## src/rtl/burst_addr_seq_pkg.sv

```systemverilog
package burst_addr_seq_pkg;

    typedef struct packed {
        logic        active;
        logic        is_write;
        logic [1:0]  beat;
    } seq_ctl_t;

endpackage

```

## src/rtl/burst_offset_map.sv

```systemverilog
module burst_offset_map #(
    parameter int OFS_W = 2
) (
    input  logic [OFS_W-1:0] start_ofs,
    input  logic [OFS_W-1:0] beat,
    input  logic             interleave,
    output logic [OFS_W-1:0] ofs_out
);
    logic [OFS_W-1:0] lin_ofs;
    logic [OFS_W-1:0] xor_ofs;

    assign lin_ofs = start_ofs + beat;

    for (genvar b = 0; b < OFS_W; b++) begin : g_xor
        assign xor_ofs[b] = start_ofs[b] ^ beat[b];
    end

    assign ofs_out = interleave ? xor_ofs : lin_ofs;
endmodule

```

## src/rtl/burst_seq_ctrl.sv

```systemverilog
module burst_seq_ctrl
    import burst_addr_seq_pkg::*;
#(
    parameter int ADDR_W = 17
) (
    input  logic              clk,
    input  logic              rst_n,
    input  logic              clk_en,
    input  logic              chip_en,
    input  logic              adv_n_load,
    input  logic              op_write,
    input  logic [ADDR_W-1:0] ext_addr,
    output logic [ADDR_W-1:0] base_q,
    output seq_ctl_t          ctl_q
);
    seq_ctl_t          ctl_d;
    logic [ADDR_W-1:0] base_d;

    always_comb begin
        ctl_d  = ctl_q;
        base_d = base_q;
        if (clk_en) begin
            if (!adv_n_load) begin
                if (chip_en) begin
                    base_d       = ext_addr;
                    ctl_d.beat   = '0;
                    ctl_d.active = 1'b1;
                    ctl_d.is_write = op_write;
                end else begin
                    ctl_d.active = 1'b0;
                end
            end else if (ctl_q.active) begin
                ctl_d.beat = ctl_q.beat + 2'd1;
            end
        end
    end

    always_ff @(posedge clk or negedge rst_n) begin
        if (!rst_n) begin
            ctl_q  <= '0;
            base_q <= '0;
        end else begin
            ctl_q  <= ctl_d;
            base_q <= base_d;
        end
    end

    // a stalled edge changes nothing
    a_r7_stall_hold: assert property (@(posedge clk) disable iff (!rst_n)
        !clk_en |=> ($stable(ctl_q) && $stable(base_q)));

    // a selected load restarts the beat count and captures the address
    a_r2_load_capture: assert property (@(posedge clk) disable iff (!rst_n)
        (clk_en && !adv_n_load && chip_en) |=>
            (ctl_q.active && ctl_q.beat == 2'd0 && base_q == $past(ext_addr)));

    // a deselecting load ends the burst
    a_r8_deselect: assert property (@(posedge clk) disable iff (!rst_n)
        (clk_en && !adv_n_load && !chip_en) |=> (!ctl_q.active && $stable(base_q)));

    // advancing with no burst leaves state alone
    a_r9_idle_adv: assert property (@(posedge clk) disable iff (!rst_n)
        (clk_en && adv_n_load && !ctl_q.active) |=> ($stable(ctl_q) && $stable(base_q)));

    // operation type is kept through advances
    a_r10_type_kept: assert property (@(posedge clk) disable iff (!rst_n)
        (clk_en && adv_n_load) |=> $stable(ctl_q.is_write));
endmodule

```

## src/rtl/burst_addr_seq.sv

```systemverilog
module burst_addr_seq
    import burst_addr_seq_pkg::*;
#(
    parameter int ADDR_W = 17
) (
    input  logic              clk,
    input  logic              rst_n,
    input  logic              clk_en,
    input  logic              chip_en,
    input  logic              adv_n_load,
    input  logic              order_interleave,
    input  logic              op_write,
    input  logic [ADDR_W-1:0] ext_addr,
    output logic [ADDR_W-1:0] word_addr,
    output logic              burst_is_write,
    output logic              burst_active
);
    localparam int OFS_W = 2;

    logic [ADDR_W-1:0] base_q;
    seq_ctl_t          ctl_q;
    logic [OFS_W-1:0]  low_ofs;

    burst_seq_ctrl #(.ADDR_W(ADDR_W)) ctrl_i (
        .clk        (clk),
        .rst_n      (rst_n),
        .clk_en     (clk_en),
        .chip_en    (chip_en),
        .adv_n_load (adv_n_load),
        .op_write   (op_write),
        .ext_addr   (ext_addr),
        .base_q     (base_q),
        .ctl_q      (ctl_q)
    );

    burst_offset_map #(.OFS_W(OFS_W)) map_i (
        .start_ofs  (base_q[OFS_W-1:0]),
        .beat       (ctl_q.beat),
        .interleave (order_interleave),
        .ofs_out    (low_ofs)
    );

    assign word_addr      = {base_q[ADDR_W-1:OFS_W], low_ofs};
    assign burst_is_write = ctl_q.is_write;
    assign burst_active   = ctl_q.active;

    // advances never disturb the upper address bits
    a_r5_upper_fixed: assert property (@(posedge clk) disable iff (!rst_n)
        (clk_en && adv_n_load) |=> $stable(word_addr[ADDR_W-1:OFS_W]));
endmodule

```

## config.mk

```make
export PLATFORM = sky130hd
export DESIGN_NAME = burst_addr_seq
export DESIGN_NICKNAME = d
export VERILOG_FILES = /design/src/rtl/burst_addr_seq_pkg.sv /design/src/rtl/burst_offset_map.sv /design/src/rtl/burst_seq_ctrl.sv /design/src/rtl/burst_addr_seq.sv
export SDC_FILE = /design/constraint.sdc
export NUM_CORES = 1
export LEC_CHECK = 0
export ABC_AREA = 1
export BUFFER_PORTS_ARGS = -buffer_cell sky130_fd_sc_hd__buf_2
export CAP_MARGIN = 20
export CORE_MARGIN = 3
export CORE_UTILIZATION = 35
export DETAILED_ROUTE_END_ITERATION = 8
export PLACE_DENSITY_LB_ADDON = 0.15
export SYNTH_ARGS = -nofsm -noshare
export SYNTH_HDL_FRONTEND = slang
export SYNTH_HIERARCHICAL = 1
export SYNTH_SLANG_ARGS = --single-unit
```

## constraint.sdc

```tcl
create_clock -name clk -period 1.2 [get_ports clk]
set_clock_uncertainty 0.1 [all_clocks]
set_input_delay 0 -clock clk [delete_from_list [all_inputs] [get_ports clk]]
set_output_delay 0 -clock clk [all_outputs]
set_load 0.01 [all_outputs]
```

**After elaboration in Yosys (flattened, before gate mapping)**

Cells that the tools add are included.

- Flip-flop bits (word level): 21
- Bits in latches: 0
- Memory bits (writable): 0
- Memory bits (read-only): 0
- Word-level logic and storage cells: 19
- Memories: 0

- $add $sub $neg: 2
- Multipliers: 0
- Divide/modulo/power cells: 0
- Order comparisons: 0
- Eq/ne operators: 1
- Shift operators: 0
- Mux-type cells: 5
- Bitwise operators: 3
- Reduce and logical (&&, ||, !) cells: 4

Operators with widths:

| cell | count |
|---|---|
| $mux W2 | 4 |
| $reduce_and A3 Y1 | 2 |
| $add A2 B1 Y2 const B | 1 |
| $add A2 B2 Y2 | 1 |
| $ne A2 B1 Y1 const B | 1 |
| $reduce_and A2 Y1 | 1 |
| $reduce_bool A2 Y1 | 1 |
| $xor A1 B1 Y1 | 2 |
| $mux W1 | 1 |
| $not A1 Y1 | 1 |

**Longest topological paths before layout**

Gate-level depths: netlist of run 1.

- Word-level depth: 3
- Depth in mapped cells: 6

**Cells and area by module**

Netlist of run 1, hierarchy kept.

By module, submodules not included:

| module | instances | cells an instance | area each (um^2) | sequential area each (um^2) |
|---|---|---|---|---|
| burst_seq_ctrl | 1 | 99 | 879.6 | 525.5 |
| burst_offset_map | 1 | 15 | 67.6 | 0.0 |

**Least setup slack after synthesis of run 1**

OpenSTA, ideal clock, no wires.

- Kind: register to output
- From: reg, netlist name ctrl_i/ctl_q[0]
- To: out word_addr[1]
- Arrival: 0.837 ns
- Slack: 0.263 ns
- Cell stages (with the launch flop): 7
- Buffers on the path: 0
- Cell sequence: dfrtp_1 ha_1 inv_1 nor2_1 nand3_1 nand2_1 inv_1

- Longest elaborated chain between the ends: 2

RTL lines:

| what | line | source |
|---|---|---|
| $add A2 B2 Y2 | burst_offset_map.sv:12 | `assign lin_ofs = start_ofs + beat;` |
| $mux W2 | burst_offset_map.sv:18 | `assign ofs_out = interleave ? xor_ofs : lin_ofs;` |
| end: declaration | burst_addr_seq.sv:14 | `output logic [ADDR_W-1:0] word_addr,` |

No other way between the ends.

**Worst setup path in the final report of run 1**

- From: reg, netlist name ctrl_i/ctl_q[0]
- To: out word_addr[1]

- Longest elaborated chain between the ends: 2

RTL lines:

| what | line |
|---|---|
| $add A2 B2 Y2 | burst_offset_map.sv:12 |
| $mux W2 | burst_offset_map.sv:18 |

No other way between the ends.

==> impl_metrics.json, run 1 <==
{
  "dp.final_hpwl_um": 1670,
  "diodes": 0,
  "io_pins": 43,
  "cts_made_buffers": 3,
  "max-slew-margin-rel": 0.683,
  "yosysMostFrequentCell": "nand2_1",
  "path_buf_inv": 2,
  "ys_types": 13,
  "setup_ws_ps": -182,
  "peakVddDrop_v": 0.000866,
  "routedWlPerCell_um": 12.5,
  "grt_overflow": 0,
  "hold_path.class": "input pin to flip-flop",
  "top_usage_layer": "met2",
  "grt_pass1_wl_um": 4610,
  "finalSetupViolCount": 2,
  "criticalPathCategory": "flip-flop to output port",
  "routabilityCongestion": 0.689,
  "end_kind": "output port",
  "design_area_um2": 1450,
  "via_count": 984,
  "syn_to_final_growth_pct": 53.5,
  "cp_data_arrival_time_ps": 1280,
  "ys.warnings.count": 6,
  "status": "complete, but fails checks",
  "synth.area.top_cells": "dfrtp_1, nand2_1, nand3_1",
  "antenna_found_initial": 0,
  "clk_latency_ps": 300,
  "violations": "hold timing, setup timing",
  "fillers": 237,
  "core_um2": 2520,
  "die_y_um": 58.0,
  "ys_ff_latch": 21,
  "route.detailed.drc": 0,
  "start_util": 0.375,
  "htree_levels": 1,
  "viasPerCell": 4.66,
  "rsz0062_at_grt": "yes",
  "grt_pass1_vias": 1066,
  "crit_top_cell": "nand2_1",
  "cts_max_path_buffers": 2,
  "portBuffers": 42,
  "clock_sinks": 21,
  "p_total_mw": 1.82,
  "ant_nets": 0,
  "use_met1": 0.217,
  "cts-root-buf": "clkbuf_4",
  "grt_usage": 0.179,
  "cellLeakagePower_nw": 0.824,
  "drv_slew": 0,
  "critPathMaxFanout": 2,
  "ff_latch_area_um2": 526,
  "routed_wl_um": 2630,
  "die_w_um": 58.0,
  "fmax_ghz": 0.724,
  "finalHoldViolCount": 18,
  "initialDrtViolationCount": 17,
  "ys_seq_area_frac": 0.555,
  "synth_edf_count": 0,
  "grt_max_degree": 22,
  "cts_tree": "done",
  "grt_use_met2": 0.319,
  "synth-main-ff-cell": "dfrtp_1",
  "worst_setup_path_start_kind": "flip-flop",
  "finalCritPeriodShare": 1.15,
  "synthArstFlopShare": 1.00,
  "crit_chain": "ha_4 -> nand2_1 -> nand3_1 -> nand2_1 -> inv_1 -> buf_2",
  "cp.required_ps": 1100,
  "multi_input_area_um2": 369,
  "whs_ps": -36.9,
  "die_area_um2": 3370,
  "crit_slowest_cell": "dfrtp_1",
  "pwr_density_cell_nw_per_um2": 1260,
  "fin_nets": 207,
  "yosys.area.top_type": "dfrtp_1",
  "slowest_delay_ps": 440,
  "synth_commonest_cells": "nand2_1, nand3_1, dfrtp_1",
  "critPathTopFamily": "flip-flops",
  "cap_violations": 0,
  "post_dp_cell_area_um2": 1180,
  "layout-drive-gt1-share": 0.304,
  "final_core_util": 0.576,
  "avgSynthCellArea_um2": 8.31,
  "firstDrtPassIters": 4,
  "grtUsageMet3": 0.0312,
  "syn_inst": 114,
  "clk_pin_slew_worst_paths_ps": 120,
  "synth.top_cell.area_share": 0.555,
  "synth_nets": 139,
  "tightest_slew_ps": 476,
  "rows": 18,
  "setup_tns_ps": -197,
  "netlist_area_um2": 947,
  "finalCriticalPeriod_ps": 1380
}
placed cells by master (no fill, tap or decap):
master	instances
nand3_1	23
dlygate4sd3_1	21
inv_2	3
nand3_2	1
nor2_1	4
clkbuf_1	1
o21ai_0	1
ha_4	1
nand2_1	50
dfrtp_1	21
clkbuf_4	3
nor2_4	1
dlymetal6s4s_1	1
buf_6	1
buf_2	41
buf_4	4
inv_1	4
where the power goes:
part / leakage [nW] / switching [mW] / total [mW] / internal (mW)
clock: 0.0150 / 0.218 / 0.347 / 0.129
combinational: 0.546 / 0.287 / 0.569 / 0.283
sequential: 0.263 / 0.0842 / 0.908 / 0.824
registers in the layout, summed over array words and instances (netlist names):
signal,cells
ctrl_i/base_q,17
ctrl_i/ctl_q,4
stage by stage:
stage	setup slack [ps]	instances
6_report	-182	211
5_1_grt	-264	211
4_1_cts	-187	219
3_5_place_dp	81.2	184
3_3_place_gp	163	184
2_1_floorplan	263	114
layer usage:
layer,vias to the layer above,routed length [um]
met5,-,0
met3,4,106
met1,467,1090
met4,0,25
met2,21,1410
li1,492,-
logic make-up after synthesis:
group | share of synthesized area
and+or+nand+nor | 0.358
DFF | 0.555
buffers and inverters | 0.0687
AOI/OAI and AO/OA | 0.00528
adders and majority gates | 0.0132
path summary, 6_finish.rpt:
| path | from | end | slack (ps) | cells after the start |
|---|---|---|---|---|
| min in group asynchronous | rst_n | ctrl_i/base_q[16] | 70 | 2 |
| hold reg to reg | ctrl_i/base_q[4] | ctrl_i/base_q[4] | 390 | 2 |
| hold / removal | adv_n_load | ctrl_i/base_q[4] | -40 | 4 |
| setup reg to reg | ctrl_i/ctl_q[0] | ctrl_i/ctl_q[1] | 130 | 6 |
| setup / recovery | ctrl_i/ctl_q[0] | word_addr[1] | -180 | 6 |
| max in group asynchronous | rst_n | ctrl_i/ctl_q[1] | 600 | 2 |
final cells by class:
type / instances / share of cell area
sequential: 21 / 0.361
timing repair buffer: 68 / 0.323
multi-input combinational: 81 / 0.254
tap: 30 / 0.0258
clock buffer: 4 / 0.0181
inverter: 7 / 0.0181
worst reg2reg max path, stage by stage, from the launching register on:
cell	delay [ps]
dfrtp_1	440
buf_4	160
nand2_1	60
nand2_1	40
nor2_1	90
nand2_1	60
nand2_1	60
timing repair:
item / 4_1_cts / 5_1_grt
gates resized for setup: 3 / 2
hold buffers: 30 / 0
setup endpoints to repair: 2 / 20
gates cloned: 0 / 0
hold endpoints to repair: 42 / 0
setup buffers: 1 / 0
(Power assumes the default switching activity.)
==> inputs of run 2 (changes only) <==
- ABC_AREA: 1 -> unset
- BUFFER_PORTS_ARGS: -buffer_cell sky130_fd_sc_hd__buf_2 -> unset
- DONT_BUFFER_PORTS: unset -> 1
- SYNTH_HIERARCHICAL: 1 -> unset
==> impl_metrics.json, run 2 <==
{
  "layout-drive-gt1-share": 0.368,
  "ys_ff_latch": 21,
  "placedCellCount": 87,
  "start_util": 0.389,
  "top_usage_layer": "met2",
  "die_y_um": 60.1,
  "setup_tns_ps": -94.6,
  "yosys.area.top_type": "dfrtp_1",
  "path_buf_inv": 0,
  "slowest_delay_ps": 430,
  "dp_slack_ps": 99.8,
  "reg.largest.list": "ctrl_i.base_q: 17 flops, ctrl_i.ctl_q: 4 flops",
  "cellLeakagePower_nw": 0.614,
  "grt_max_degree": 22,
  "hold_path_end": "ctrl_i.ctl_q[1]",
  "clk_pin_slew_worst_paths_ps": 120,
  "critPathMaxFanout": 2,
  "criticalPathCategory": "flip-flop to output port",
  "syn_inst": 74,
  "avgSynthCellArea_um2": 13.8,
  "grt_pass1_vias": 596,
  "ff_latch_area_um2": 526,
  "via_count": 555,
  "use_met1": 0.113,
  "max-slew-margin-rel": 0.365,
  "violations": "setup timing",
  "fin_nets": 113,
  "ys_types": 18,
  "p_total_mw": 1.85,
  "post_dp_cell_area_um2": 935,
  "reg2reg_to": "ctrl_i.ctl_q[1]",
  "cts-root-buf": "clkbuf_4",
  "holdPathStages": 4,
  "final_common_cell": "dfrtp_1",
  "synth_edf_count": 0,
  "grt_pass1_wl_um": 2630,
  "multi_input_area_um2": 383,
  "cp_data_arrival_time_ps": 1190,
  "fillers": 228,
  "ys_seq_area_frac": 0.513,
  "top_register": "ctrl_i.base_q",
  "finalHoldViolCount": 0,
  "synth_nets": 99,
  "diodes": 0,
  "finalCritPeriodShare": 1.08,
  "ant_nets": 0,
  "netlist_area_um2": 1020,
  "reg2reg_from": "ctrl_i.ctl_q[0]",
  "rsz0062_at_grt": "yes",
  "crit_chain": "ha_4 -> nor2b_4 -> xnor2_2",
  "yosysMostFrequentCell": "dfrtp_1",
  "rows": 18,
  "pwr_density_cell_nw_per_um2": 1440,
  "routedWlPerCell_um": 15.2,
  "clock_sinks": 21,
  "finalCriticalPeriod_ps": 1290,
  "synth.area.top_cells": "dfrtp_1, mux2_4, buf_4",
  "min_from": "chip_en",
  "dp.final_hpwl_um": 1010,
  "cts_made_buffers": 3,
  "rrSetupSlack_ps": 70,
  "firstDrtPassIters": 2,
  "grt_overflow": 0,
  "viasPerCell": 4.74,
  "end_kind": "output port",
  "rr_worst_depth": 4,
  "whs_ps": 46.7,
  "cp.required_ps": 1100,
  "peakVddDrop_v": 0.00104,
  "synth_commonest_cells": "dfrtp_1, buf_4, mux2_2, mux2_4, nand2_1",
  "design_area_um2": 1290,
  "hold_path.class": "input pin to flip-flop",
  "tightest_slew_ps": 950,
  "final_core_util": 0.489,
  "synth.top_cell.area_share": 0.513,
  "htree_levels": 1,
  "critPathTopFamily": "flip-flops",
  "die_w_um": 60.1,
  "grtUsageMet3": 0.0562,
  "route.detailed.drc": 0,
  "cts_tree": "done",
  "clk_latency_ps": 290,
  "die_area_um2": 3610,
  "synthArstFlopShare": 1.00,
  "worst_setup_path_start_kind": "flip-flop",
  "synth-main-ff-cell": "dfrtp_1",
  "cap_violations": 0,
  "finalSetupViolCount": 1,
  "final_cells": 117,
  "cts_max_path_buffers": 2,
  "syn_to_final_growth_pct": 25.6,
  "antenna_found_initial": 0,
  "fmax_ghz": 0.772,
  "setup_ws_ps": -94.6,
  "io_pins": 43,
  "drv_slew": 0,
  "routed_wl_um": 1780,
  "ys.warnings.count": 0,
  "crit_slowest_cell": "dfrtp_1",
  "initialDrtViolationCount": 1,
  "grt_usage": 0.100,
  "core_um2": 2640,
  "largest_reg_flops": 17,
  "status": "complete, but fails checks",
  "final_cell_mix": "dfrtp_1, dlygate4sd3_1, mux2_4, mux2_2, nand2_1",
  "portBuffers": 0,
  "grt_use_met2": 0.160,
  "routabilityCongestion": 0.682
}
==> run 2: layout make-up <==
type	count	share of cell area
Clock buffer	3	0.0175
Clock inverter	1	0.00389
Inverter	1	0.00292
Multi-Input combinational cell	34	0.297
Sequential cell	21	0.408
Tap cell	30	0.0292
Timing Repair Buffer	27	0.241
==> run 2: repair_timing <==
action,in CTS,in global routing
cloned,0,2
setup buffers,1,1
pin swaps,1,4
hold buffers,22,0
endpoints found under the setup margin,2,7
hold endpoints to repair,42,0
gates resized for setup,4,5
==> run 2: kinds of logic (layout without fill, tap and decap cells) <==
logic type      count (synthesis)  in the layout  synth area share
compound gates                  5              5            0.0317
xor+xnor                        2              2            0.0171
fa+ha+maj                       1              1            0.0122
buf+inv                        19             32             0.148
flops                          21             21             0.513
mux                            19             19             0.241
simple gates                    7              7            0.0379
==> run 2: how the worst max path moves through the flow <==
stage,startpoint,end,slack [ps],cells after the start
floorplan,ctrl_i.ctl_q[3],ctrl_i.ctl_q[1],160,3
global placement,ctrl_i.ctl_q[0],word_addr[1],120,3
detailed placement,ctrl_i.ctl_q[3],ctrl_i.ctl_q[1],100,3
CTS,ctrl_i.base_q[0],word_addr[1],-140,3
global route,ctrl_i.ctl_q[0],word_addr[1],-160,3
finish,ctrl_i.ctl_q[0],word_addr[1],-90,3
==> run 2: routing by layer <==
metal  up-vias  part of all wire
li1        260                 -
met1       263              0.42
met2        30              0.48
met3         2             0.090
met4         0            0.0079
met5         -                 0
==> run 2: tightest hold or removal path, stage by stage <==
cell            delay (ps)
dlymetal6s4s_1         180
o21ai_0                120
nand2_1                 80
nand2_1                 40
==> run 2: power breakdown <==
part           internal (mW)  switching, mW  total, mW
registers              0.852          0.172       1.02
logic                  0.330          0.162      0.493
clock network          0.124          0.211      0.335
==> inputs of run 3 (changes only) <==
- PLACE_DENSITY: unset -> 0.49
- PLACE_DENSITY_LB_ADDON: 0.15 -> unset
==> impl_metrics.json, run 3 (synthesis gave the netlist of run 2 again) <==
{
  "placedCellCount": 88,
  "grt_overflow": 0,
  "clock_sinks": 21,
  "die_w_um": 60.1,
  "status": "complete, but fails checks",
  "cts_tree": "done",
  "cellLeakagePower_nw": 0.571,
  "final_cells": 117,
  "crit_chain": "ha_4 -> nor2b_4 -> xnor2_2",
  "cap_violations": 0,
  "route.detailed.drc": 0,
  "diodes": 0,
  "slowest_delay_ps": 430,
  "tightest_slew_ps": 260,
  "fmax_ghz": 0.777,
  "finalCriticalPeriod_ps": 1290,
  "setup_ws_ps": -86.9,
  "worst_setup_path_start_kind": "flip-flop",
  "cts_made_buffers": 3,
  "post_dp_cell_area_um2": 930,
  "dp.final_hpwl_um": 1120,
  "io_pins": 43,
  "violations": "setup timing",
  "finalHoldViolCount": 0,
  "viasPerCell": 4.69,
  "design_area_um2": 1240,
  "ff_latch_area_um2": 526,
  "routedWlPerCell_um": 15.3,
  "syn_to_final_growth_pct": 21.4,
  "htree_levels": 1,
  "routed_wl_um": 1790,
  "max-slew-margin-rel": 0.825,
  "grt_usage": 0.101,
  "drv_slew": 0,
  "fin_nets": 113,
  "rsz0062_at_grt": "yes",
  "firstDrtPassIters": 4,
  "layout-drive-gt1-share": 0.345,
  "finalCritPeriodShare": 1.07,
  "finalSetupViolCount": 2,
  "cp_data_arrival_time_ps": 1190,
  "via_count": 549,
  "top_register": "ctrl_i.base_q",
  "cp.required_ps": 1100,
  "peakVddDrop_v": 0.000786,
  "cts-root-buf": "clkbuf_4",
  "end_kind": "output port",
  "hold_path.class": "input pin to flip-flop",
  "criticalPathCategory": "flip-flop to output port",
  "pwr_density_cell_nw_per_um2": 1480,
  "grt_pass1_vias": 580,
  "critPathMaxFanout": 2,
  "routabilityCongestion": 0.587,
  "portBuffers": 0,
  "final_common_cell": "dlygate4sd3_1",
  "die_y_um": 60.1,
  "start_util": 0.389,
  "cts_max_path_buffers": 2,
  "fillers": 232,
  "crit_slowest_cell": "dfrtp_1",
  "setup_tns_ps": -95.5,
  "grt_max_degree": 22,
  "rows": 18,
  "grt_pass1_wl_um": 2590,
  "reg.largest.list": "ctrl_i.base_q: 17 flops, ctrl_i.ctl_q: 4 flops",
  "largest_reg_flops": 17,
  "final_cell_mix": "dlygate4sd3_1, dfrtp_1, mux2_4, mux2_2, nand2_1",
  "initialDrtViolationCount": 2,
  "clk_latency_ps": 290,
  "antenna_found_initial": 0,
  "multi_input_area_um2": 383,
  "clk_pin_slew_worst_paths_ps": 110,
  "ant_nets": 0,
  "die_area_um2": 3610,
  "core_um2": 2640
}
## run 3: cell types whose count changed in the layout (fill, tap and decap cells not counted), sizes merged
cell	previous run	this run
dlygate4sd3	20	23
clkbuf	5	4
clkinv	1	0
buf	3	4
dlymetal6s4s	2	0
## run 3: final cells by class
type,instances,area share
clock buffer,4,0.0211
sequential,21,0.423
multi-input combinational,34,0.308
timing repair buffer,27,0.215
inverter,1,0.00302
tap,30,0.0302
## run 3: path summary, 6_finish.rpt
kind / startpoint / endpoint / slack (ps) / depth (start not counted)
max: ctrl_i.ctl_q[0] / word_addr[1] / -90 / 3
min: adv_n_load / ctrl_i.ctl_q[3] / 30 / 3
max reg2reg: ctrl_i.ctl_q[0] / ctrl_i.ctl_q[1] / 50 / 4
min reg2reg: ctrl_i.base_q[9] / ctrl_i.base_q[9] / 490 / 1
max in group asynchronous: rst_n / ctrl_i.base_q[14] / 240 / 3
min in group asynchronous: rst_n / ctrl_i.base_q[2] / 380 / 2
## run 3: timing repair
item,4_1_cts,5_1_grt
endpoints found under the setup margin,2,2
pin swaps,2,1
hold endpoints to repair,42,2
resized for setup,4,3
buffers inserted,1,0
hold buffers,22,1
## run 3: per-layer routing
metal	track usage	routed length, um	share of wire	vias to the layer above
li1	-	-	-	260
met1	0.103	752	0.42	261
met2	0.179	884	0.49	26
met3	0.0367	143	0.080	2
met4	0.0475	12	0.0067	0
met5	0	0	0	-
## run 3: where the power goes
part	total (mW)	internal [mW]	switching, mW	leakage, nW
Combinational	0.475	0.317	0.159	0.305
Clock	0.342	0.129	0.213	0.0150
Sequential	1.03	0.852	0.174	0.250
## run 3: stage by stage
step,utilization,hold slack [ps],setup WS (ps),power [mW]
2_1_floorplan,-,-396,162,1.43
3_3_place_gp,0.353,-395,121,1.35
3_5_place_dp,0.353,-395,100,1.35
4_1_cts,0.456,14.5,-129,1.83
5_1_grt,0.472,50.9,-157,1.96
6_report,0.472,29.2,-86.9,1.84
## run 3: critical path, delay by kind of cell, from the launching register on
kind                     cells  cell delay (ps)
AND/OR/NAND/NOR              1              120
adder cells (fa/ha/maj)      1              170
flip-flops                   1              430
XOR/XNOR                     1              180
